### src/rtl/ss_seq_pkg.sv
package ss_seq_pkg;

  typedef enum logic [2:0] {
    ST_OFF     = 3'd0,
    ST_RAMP_LS = 3'd1,
    ST_RAMP_SW = 3'd2,
    ST_RUN     = 3'd3,
    ST_HICCUP  = 3'd4,
    ST_THERMAL = 3'd5
  } ss_state_e;

endpackage

### src/rtl/ss_level_math.sv
module ss_level_math
  import ss_seq_pkg::*;
#(
  parameter int LVL_W     = 13,
  parameter int EN_LVL    = 500,
  parameter int SW_LVL    = 1100,
  parameter int TOP_LVL   = 4000,
  parameter int FAST_STEP = 35,
  parameter int SLOW_STEP = 10
) (
  input  logic [LVL_W-1:0] level,
  output logic [LVL_W-1:0] lvl_up,
  output logic [LVL_W-1:0] lvl_dn,
  output logic             dn_floor,
  output ss_state_e        up_zone
);

  localparam int XW = LVL_W + 1;
  localparam logic [XW-1:0]    EN_X   = XW'(EN_LVL);
  localparam logic [XW-1:0]    TOP_X  = XW'(TOP_LVL);
  localparam logic [XW-1:0]    FAST_X = XW'(FAST_STEP);
  localparam logic [XW-1:0]    SLOW_X = XW'(SLOW_STEP);
  localparam logic [XW-1:0]    DN_LIM = XW'(EN_LVL + SLOW_STEP);
  localparam logic [LVL_W-1:0] EN_V   = LVL_W'(EN_LVL);
  localparam logic [LVL_W-1:0] SW_V   = LVL_W'(SW_LVL);
  localparam logic [LVL_W-1:0] TOP_V  = LVL_W'(TOP_LVL);

  logic [XW-1:0] lvl_x;
  logic [XW-1:0] step_up;
  logic [XW-1:0] sum_up;
  logic [XW-1:0] diff_dn;

  // Rising: fast below the enable level, slow above it, saturating at the top.
  always_comb begin
    lvl_x   = {1'b0, level};
    step_up = (lvl_x < EN_X) ? FAST_X : SLOW_X;
    sum_up  = lvl_x + step_up;
    if (sum_up >= TOP_X) lvl_up = TOP_V;
    else                 lvl_up = sum_up[LVL_W-1:0];
  end

  // Falling (hiccup): slow rate, clamped at the enable level.
  always_comb begin
    diff_dn  = lvl_x - SLOW_X;
    dn_floor = (lvl_x <= DN_LIM);
    if (dn_floor) lvl_dn = EN_V;
    else          lvl_dn = diff_dn[LVL_W-1:0];
  end

  // Zone reached by the rising value.
  always_comb begin
    if (lvl_up < EN_V)       up_zone = ST_OFF;
    else if (lvl_up < SW_V)  up_zone = ST_RAMP_LS;
    else if (lvl_up < TOP_V) up_zone = ST_RAMP_SW;
    else                     up_zone = ST_RUN;
  end

endmodule

### src/rtl/ss_seq_fsm.sv
module ss_seq_fsm
  import ss_seq_pkg::*;
#(
  parameter int LVL_W  = 13,
  parameter int EN_LVL = 500
) (
  input  logic             clk,
  input  logic             rst_n,
  input  logic             tick,
  input  logic             sup_ok,
  input  logic             t_trip,
  input  logic             t_clear,
  input  logic             ocp,
  input  logic [LVL_W-1:0] lvl_up,
  input  logic [LVL_W-1:0] lvl_dn,
  input  logic             dn_floor,
  input  ss_state_e        up_zone,
  output logic [LVL_W-1:0] level,
  output ss_state_e        state
);

  localparam logic [LVL_W-1:0] EN_V = LVL_W'(EN_LVL);

  ss_state_e        st_q, st_n;
  logic [LVL_W-1:0] lv_q, lv_n;

  always_comb begin
    st_n = st_q;
    lv_n = lv_q;
    if (t_trip) begin
      st_n = ST_THERMAL;
      lv_n = '0;
    end else if (st_q == ST_THERMAL) begin
      lv_n = '0;
      if (t_clear) st_n = ST_OFF;
    end else if (!sup_ok) begin
      st_n = ST_OFF;
      lv_n = '0;
    end else begin
      case (st_q)
        ST_OFF, ST_RAMP_LS, ST_RAMP_SW: begin
          if (tick) begin
            lv_n = lvl_up;
            st_n = up_zone;
          end
        end
        ST_RUN: begin
          if (ocp) st_n = ST_HICCUP;
        end
        ST_HICCUP: begin
          if (tick) begin
            lv_n = lvl_dn;
            if (dn_floor) st_n = ST_RAMP_LS;
          end
        end
        default: begin
          st_n = ST_OFF;
          lv_n = '0;
        end
      endcase
    end
  end

  always_ff @(posedge clk or negedge rst_n) begin
    if (!rst_n) begin
      st_q <= ST_OFF;
      lv_q <= '0;
    end else begin
      st_q <= st_n;
      lv_q <= lv_n;
    end
  end

  assign level = lv_q;
  assign state = st_q;

  // supply loss clears the level at the next edge
  p_supply_zero_r1: assert property (@(posedge clk) disable iff (!rst_n)
    (!sup_ok) |=> (lv_q == '0));

  // the ramp never falls while supplies hold
  p_ramp_nondec_r2: assert property (@(posedge clk) disable iff (!rst_n)
    ((st_q == ST_OFF || st_q == ST_RAMP_LS || st_q == ST_RAMP_SW) && sup_ok && !t_trip)
      |=> (lv_q >= $past(lv_q)));

  // over-current in RUN starts a hiccup
  p_run_hiccup_r7: assert property (@(posedge clk) disable iff (!rst_n)
    (st_q == ST_RUN && ocp && sup_ok && !t_trip) |=> (st_q == ST_HICCUP));

  // hiccup never drains below the enable level
  p_hiccup_floor_r8: assert property (@(posedge clk) disable iff (!rst_n)
    (st_q == ST_HICCUP) |-> (lv_q >= EN_V));

  // thermal hold-off keeps the level at zero
  p_thermal_zero_r9: assert property (@(posedge clk) disable iff (!rst_n)
    (st_q == ST_THERMAL) |-> (lv_q == '0));

endmodule

### src/rtl/ss_out_decode.sv
module ss_out_decode
  import ss_seq_pkg::*;
(
  input  ss_state_e  state,
  input  logic       prebias,
  input  logic       ocp,
  input  logic       ovp,
  output logic       sw_en,
  output logic       ls_only,
  output logic       sink_en,
  output logic       hiccup,
  output logic       clamp_release,
  output logic       ilim_active,
  output logic       ovp_ls_on,
  output logic [2:0] status
);

  logic switching;

  always_comb begin
    switching     = (state == ST_RAMP_SW) || (state == ST_RUN);
    sw_en         = switching;
    ls_only       = (state == ST_RAMP_LS) && !prebias;
    sink_en       = (state == ST_RUN);
    clamp_release = (state == ST_RUN);
    hiccup        = (state == ST_HICCUP);
    ilim_active   = (state == ST_RAMP_SW) && ocp;
    ovp_ls_on     = switching && ovp;
    status        = state;
  end

endmodule

### src/rtl/softstart_seq.sv
module softstart_seq
  import ss_seq_pkg::*;
#(
  parameter int LVL_W     = 13,
  parameter int EN_LVL    = 500,
  parameter int SW_LVL    = 1100,
  parameter int TOP_LVL   = 4000,
  parameter int FAST_STEP = 35,
  parameter int SLOW_STEP = 10
) (
  input  logic             clk,
  input  logic             rst_n,
  input  logic             tick_en,
  input  logic             vcc_ok,
  input  logic             vin_ok,
  input  logic             prebias,
  input  logic             ovp_det,
  input  logic             ocp_det,
  input  logic             temp_trip,
  input  logic             temp_clear,
  output logic [LVL_W-1:0] ss_level,
  output logic             sw_en,
  output logic             ls_only,
  output logic             sink_en,
  output logic             hiccup,
  output logic             clamp_release,
  output logic             ilim_active,
  output logic             ovp_ls_on,
  output logic [2:0]       status
);

  localparam logic [LVL_W-1:0] EN_V  = LVL_W'(EN_LVL);
  localparam logic [LVL_W-1:0] TOP_V = LVL_W'(TOP_LVL);

  // Reset: asserted asynchronously, released on a clock edge.
  logic [1:0] rst_sync;
  logic       rst_i;

  always_ff @(posedge clk or negedge rst_n) begin
    if (!rst_n) rst_sync <= 2'b00;
    else        rst_sync <= {rst_sync[0], 1'b1};
  end
  assign rst_i = rst_sync[1];

  logic [LVL_W-1:0] lvl_up, lvl_dn, level;
  logic             dn_floor;
  ss_state_e        up_zone, state;

  ss_level_math #(
    .LVL_W(LVL_W), .EN_LVL(EN_LVL), .SW_LVL(SW_LVL), .TOP_LVL(TOP_LVL),
    .FAST_STEP(FAST_STEP), .SLOW_STEP(SLOW_STEP)
  ) u_math (
    .level(level), .lvl_up(lvl_up), .lvl_dn(lvl_dn),
    .dn_floor(dn_floor), .up_zone(up_zone)
  );

  ss_seq_fsm #(.LVL_W(LVL_W), .EN_LVL(EN_LVL)) u_fsm (
    .clk(clk), .rst_n(rst_i), .tick(tick_en), .sup_ok(vcc_ok && vin_ok),
    .t_trip(temp_trip), .t_clear(temp_clear), .ocp(ocp_det),
    .lvl_up(lvl_up), .lvl_dn(lvl_dn), .dn_floor(dn_floor), .up_zone(up_zone),
    .level(level), .state(state)
  );

  ss_out_decode u_dec (
    .state(state), .prebias(prebias), .ocp(ocp_det), .ovp(ovp_det),
    .sw_en(sw_en), .ls_only(ls_only), .sink_en(sink_en), .hiccup(hiccup),
    .clamp_release(clamp_release), .ilim_active(ilim_active),
    .ovp_ls_on(ovp_ls_on), .status(status)
  );

  assign ss_level = level;

  // gates stay off below the enable level
  p_gates_off_low_r3: assert property (@(posedge clk) disable iff (!rst_i)
    (ss_level < EN_V) |-> (!sw_en && !ls_only));

  // sinking only at the final level
  p_sink_top_r5: assert property (@(posedge clk) disable iff (!rst_i)
    sink_en |-> (ss_level == TOP_V));

  // gate-related flags are mutually exclusive
  p_flags_excl_r7: assert property (@(posedge clk) disable iff (!rst_i)
    $onehot0({ls_only, sw_en, hiccup}));

endmodule

### config.mk
export PLATFORM = sky130hd
export DESIGN_NAME = softstart_seq
export DESIGN_NICKNAME = d
export VERILOG_FILES = /design/src/rtl/ss_seq_pkg.sv /design/src/rtl/ss_level_math.sv /design/src/rtl/ss_seq_fsm.sv /design/src/rtl/ss_out_decode.sv /design/src/rtl/softstart_seq.sv
export SDC_FILE = /design/constraint.sdc
export NUM_CORES = 1
export LEC_CHECK = 0
export CAP_MARGIN = 0
export CORE_MARGIN = 4
export CORE_UTILIZATION = 40
export DETAILED_ROUTE_END_ITERATION = 12
export GPL_ROUTABILITY_DRIVEN = 0
export HOLD_SLACK_MARGIN = 0.06
export PLACE_DENSITY_LB_ADDON = 0.1
export SYNTH_ARGS = -nofsm -noshare
export SYNTH_HDL_FRONTEND = slang
export SYNTH_SLANG_ARGS = --single-unit
### constraint.sdc
create_clock -name clk -period 2.15 [get_ports clk]
set_input_delay 0.43 -clock clk [delete_from_list [all_inputs] [get_ports clk]]
set_output_delay 0.43 -clock clk [all_outputs]
set_load 0.005 [all_outputs]
==> key figures <==
Outcome
  • Status: finished with violations
  • Violations in the final reports: setup timing

Synth
  • Top-count cell post-synth: o21ai_0
  • Synth cell types: 56
  • Sequential-to-total area share from yosys stat: 0.2719
  • Post-synth top cells: 19 x o21ai_0, 18 x dfrtp_1, 16 x a21oi_1, 14 x nor2_1, 13 x nand2_1
  • Synth Net Count: around 220
  • FF+latch count, synth: 18
  • Synth Area per Inst: just over 8 sq um
  • Number of synthesis warnings: 0
  • Top FF cell, synth: dfrtp_1
  • Synth area leaders: dfrtp_1 27%, o21ai_0 5.7%, ha_1 5.3%
  • Mapped Cells: approximately 200
  • Cell taking the most area after synthesis: dfrtp_1
  • Mapped Area: about 0.0017 sq mm
  • Post-synth EDFFs: 0
  • Post-synth top area share: 0.2719
  • Async set-reset flop share out of synthesis: 1.000

Critical path
  • CP max FO: 7
  • CP endpoint: u_fsm.level[3]
  • Arrival time worst endpoint: ~3.4 ns
  • Startpoint types: register
  • RR Endpoint: u_fsm.level[3]
  • FF-to-FF setup slack: -1.12 ns
  • Kind of critical path: register to register
  • CP startpoint: u_fsm.level[10]
  • RR Startpoint: u_fsm.level[10]
  • Worst EP required: 2.30 ns
  • R2R depth: 13
  • CP endpoint kind: register

Drt
  • DRT Pass-1 Iters: 4
  • DRT Wirelength: just over 6 mm
  • Vias: 1975
  • Vias per std cell: just under 6
  • DRC errors left: 0
  • Iter 0 DRT Violations: just under 100
  • Routed Antenna Nets: 0
  • Wire per inst: ~18 um

Global routing
  • Vias in the first global route: a little over 2000
  • Tot GR Track Use: 0.2299
  • Initial antenna violation count: 0
  • GRT Residual Overflow: 0
  • Largest net degree at the start of global routing: 17
  • First-pass GRT wire length: 9.459 mm

CTS
  • CTS clk-pin slew, worst paths: around 0.07 ns
  • CTS buffer count: 3
  • Worst-Skew Late Latency: between 0.2 and 0.3 ns
  • H-tree depth: 1
  • CTS tree: yes
  • Root buffer cell: clkbuf_8
  • CTS Sinks: 18
  • Clk buf depth: 2

STA
  • Fin crit period: ~3.3 ns
  • Fin crit share: 1.521
  • Final setup fails: 14
  • Final hold violation count: 0
  • FMAX: around 0.31 GHz
  • Fin worst setup slack: -1.120 ns
  • Clock Skew: just over 0.009 ns
  • Slew Limit Fails: 0
  • Setup TNS Final: -13.46 ns
  • RSZ-0062 raised after global routing: true
  • WHS: between 0.2 and 0.3 ns
  • Worst-margin pin slew: a little under 0.7 ns
  • Worst rel slew slack: 0.5451

Floorplanning
  • Initial core utilization: 0.4141
  • Die Width: 72.36 um
  • Rows: 23
  • DIE HEIGHT: slightly above 70 um
  • Core box area: between 0.004 and 0.005 sq mm
  • I/O pins: 33
  • Die area: between 0.005 and 0.006 sq mm

Worst hold path
  • Type of the tightest min-delay check: register to async pin

Cells and area
  • N_diodes: 0
  • Layout Nets: about 300
  • Synth-to-layout area growth: 65.56%
  • Layout cells sized above 1: 0.3426

Place
  • DP Worst Slack: -1.150 ns
  • HPWL after DPL: about 4.4 mm
  • Buffers on Ports: 32

Power
  • Pwr dens: about 330 mW/mm^2
  • Switching Fraction: 0.2824
  • LEAKAGE: about 1.2 nW
  • Clk pwr share: 0.315
  • Internal: around 0.00064 W
  • VDD IR max: between 0.3 and 0.4 mV
  • P_sw: 0.0002521 W
  • Sequential power share: 0.418
  • Logic pwr share: 0.267

Flow run
  • Max cap viols: 0
layout make-up:
class / instances / area (sq um)
inverter: 11 / 43.79
fill: 322 / 1257
timing repair buffer: 88 / 748.2
multi-input combinational: 168 / 1380
clock buffer: 4 / 55.05
sequential: 18 / 452.9
tap: 50 / 62.56
metrics by stage:
step / utilization / power (W) / instance area [sq um] / std cells
2_1_floorplan: - / 0.0004836 / 1753 / 204
3_3_place_gp: 0.6140 / 0.0005919 / 2456 / 328
3_5_place_dp: 0.6140 / 0.0005978 / 2456 / 328
4_1_cts: 0.6591 / 0.0008889 / 2636 / 335
5_1_grt: 0.6856 / 0.0009402 / 2743 / 339
6_report: 0.6856 / 0.0008929 / 2743 / 339
worst min path at each step:
stage | startpoint | end | slack [ns] | cells past startpoint
finish | rst_sync[1] | u_fsm.state[1] | 0.27 | 0
global route | rst_n | rst_sync[0] | 0.31 | 1
CTS | rst_sync[1] | u_fsm.state[1] | 0.31 | 0
detailed placement | rst_sync[1] | u_fsm.level[7] | 0.31 | 0
global placement | rst_sync[1] | u_fsm.level[9] | 0.29 | 0
floorplan | rst_n | rst_sync[0] | 0.13 | 0
flip-flops by register name, indices dropped and copies added, names as in the netlist:
register,flops
u_fsm.level,13
u_fsm.state,3
rst_sync,2
critical path: stages (launching register included):
cell	delay [ns]
dfrtp_1	0.38
or4_4	0.55
nand2b_4	0.18
inv_4	0.07
ha_4	0.14
inv_2	0.05
ha_4	0.15
nand3b_1	0.26
a211oi_2	0.27
xnor2_1	0.20
o2111a_1	0.29
a31oi_4	0.14
and2_4	0.19
a221o_1	0.30
per-layer routing:
metal | wire length, um | track usage
met5 | 0 | 0
met4 | 182 | 0.1065
met3 | 274 | 0.02770
met2 | 3126 | 0.3994
met1 | 2491 | 0.2814
what timing repair did:
item                       CTS  global route
gates resized for setup     24            14
pin swaps                   22            13
setup endpoints to repair   18            17
setup buffers                3             5
hold buffers                 0             0
cells by family after synthesis:
family	after synthesis	share of synthesized area
other	1	0.002264
AO/OA/AOI/OAI	74	0.3135
multiplexers	1	0.006797
AND/OR/NAND/NOR	74	0.2447
adder cells (fa/ha/maj)	7	0.05287
flip-flops	18	0.2719
XOR/XNOR	11	0.05816
buffers and inverters	18	0.04985
layout by cell type, fill, tap and decap left out, types with 3 or more instances in the layout:
cell / netlist / routed
nand2b_1: 5 / 4
and2_1: 7 / 6
o31a_1: 4 / 4
clkdlybuf4s50_1: 0 / 32
nor3_1: 4 / 4
nand3_1: 4 / 4
nor2_1: 14 / 14
o21ai_0: 19 / 13
xnor2_1: 8 / 7
o21ai_2: 0 / 6
nor2b_1: 4 / 3
inv_1: 11 / 9
ha_4: 0 / 3
dfrtp_1: 18 / 16
ha_1: 7 / 4
buf_4: 1 / 54
a221o_1: 3 / 3
a21oi_1: 16 / 15
nand2_1: 13 / 13
o21a_1: 3 / 3
clkbuf_8: 0 / 4
and3_1: 6 / 4
power by group through the flow:
stage / sequential (W) / combinational [W] / clock (W)
6_report: 0.000373 / 0.000238 / 0.000282
5_1_grt: 0.000376 / 0.000257 / 0.000307
4_1_cts: 0.000371 / 0.000228 / 0.000290
3_5_place_dp: 0.000377 / 0.000221 / 0
3_3_place_gp: 0.000377 / 0.000215 / 0
2_1_floorplan: 0.000372 / 0.000111 / 0
Note: power is estimated with default switching activity, not from simulation.
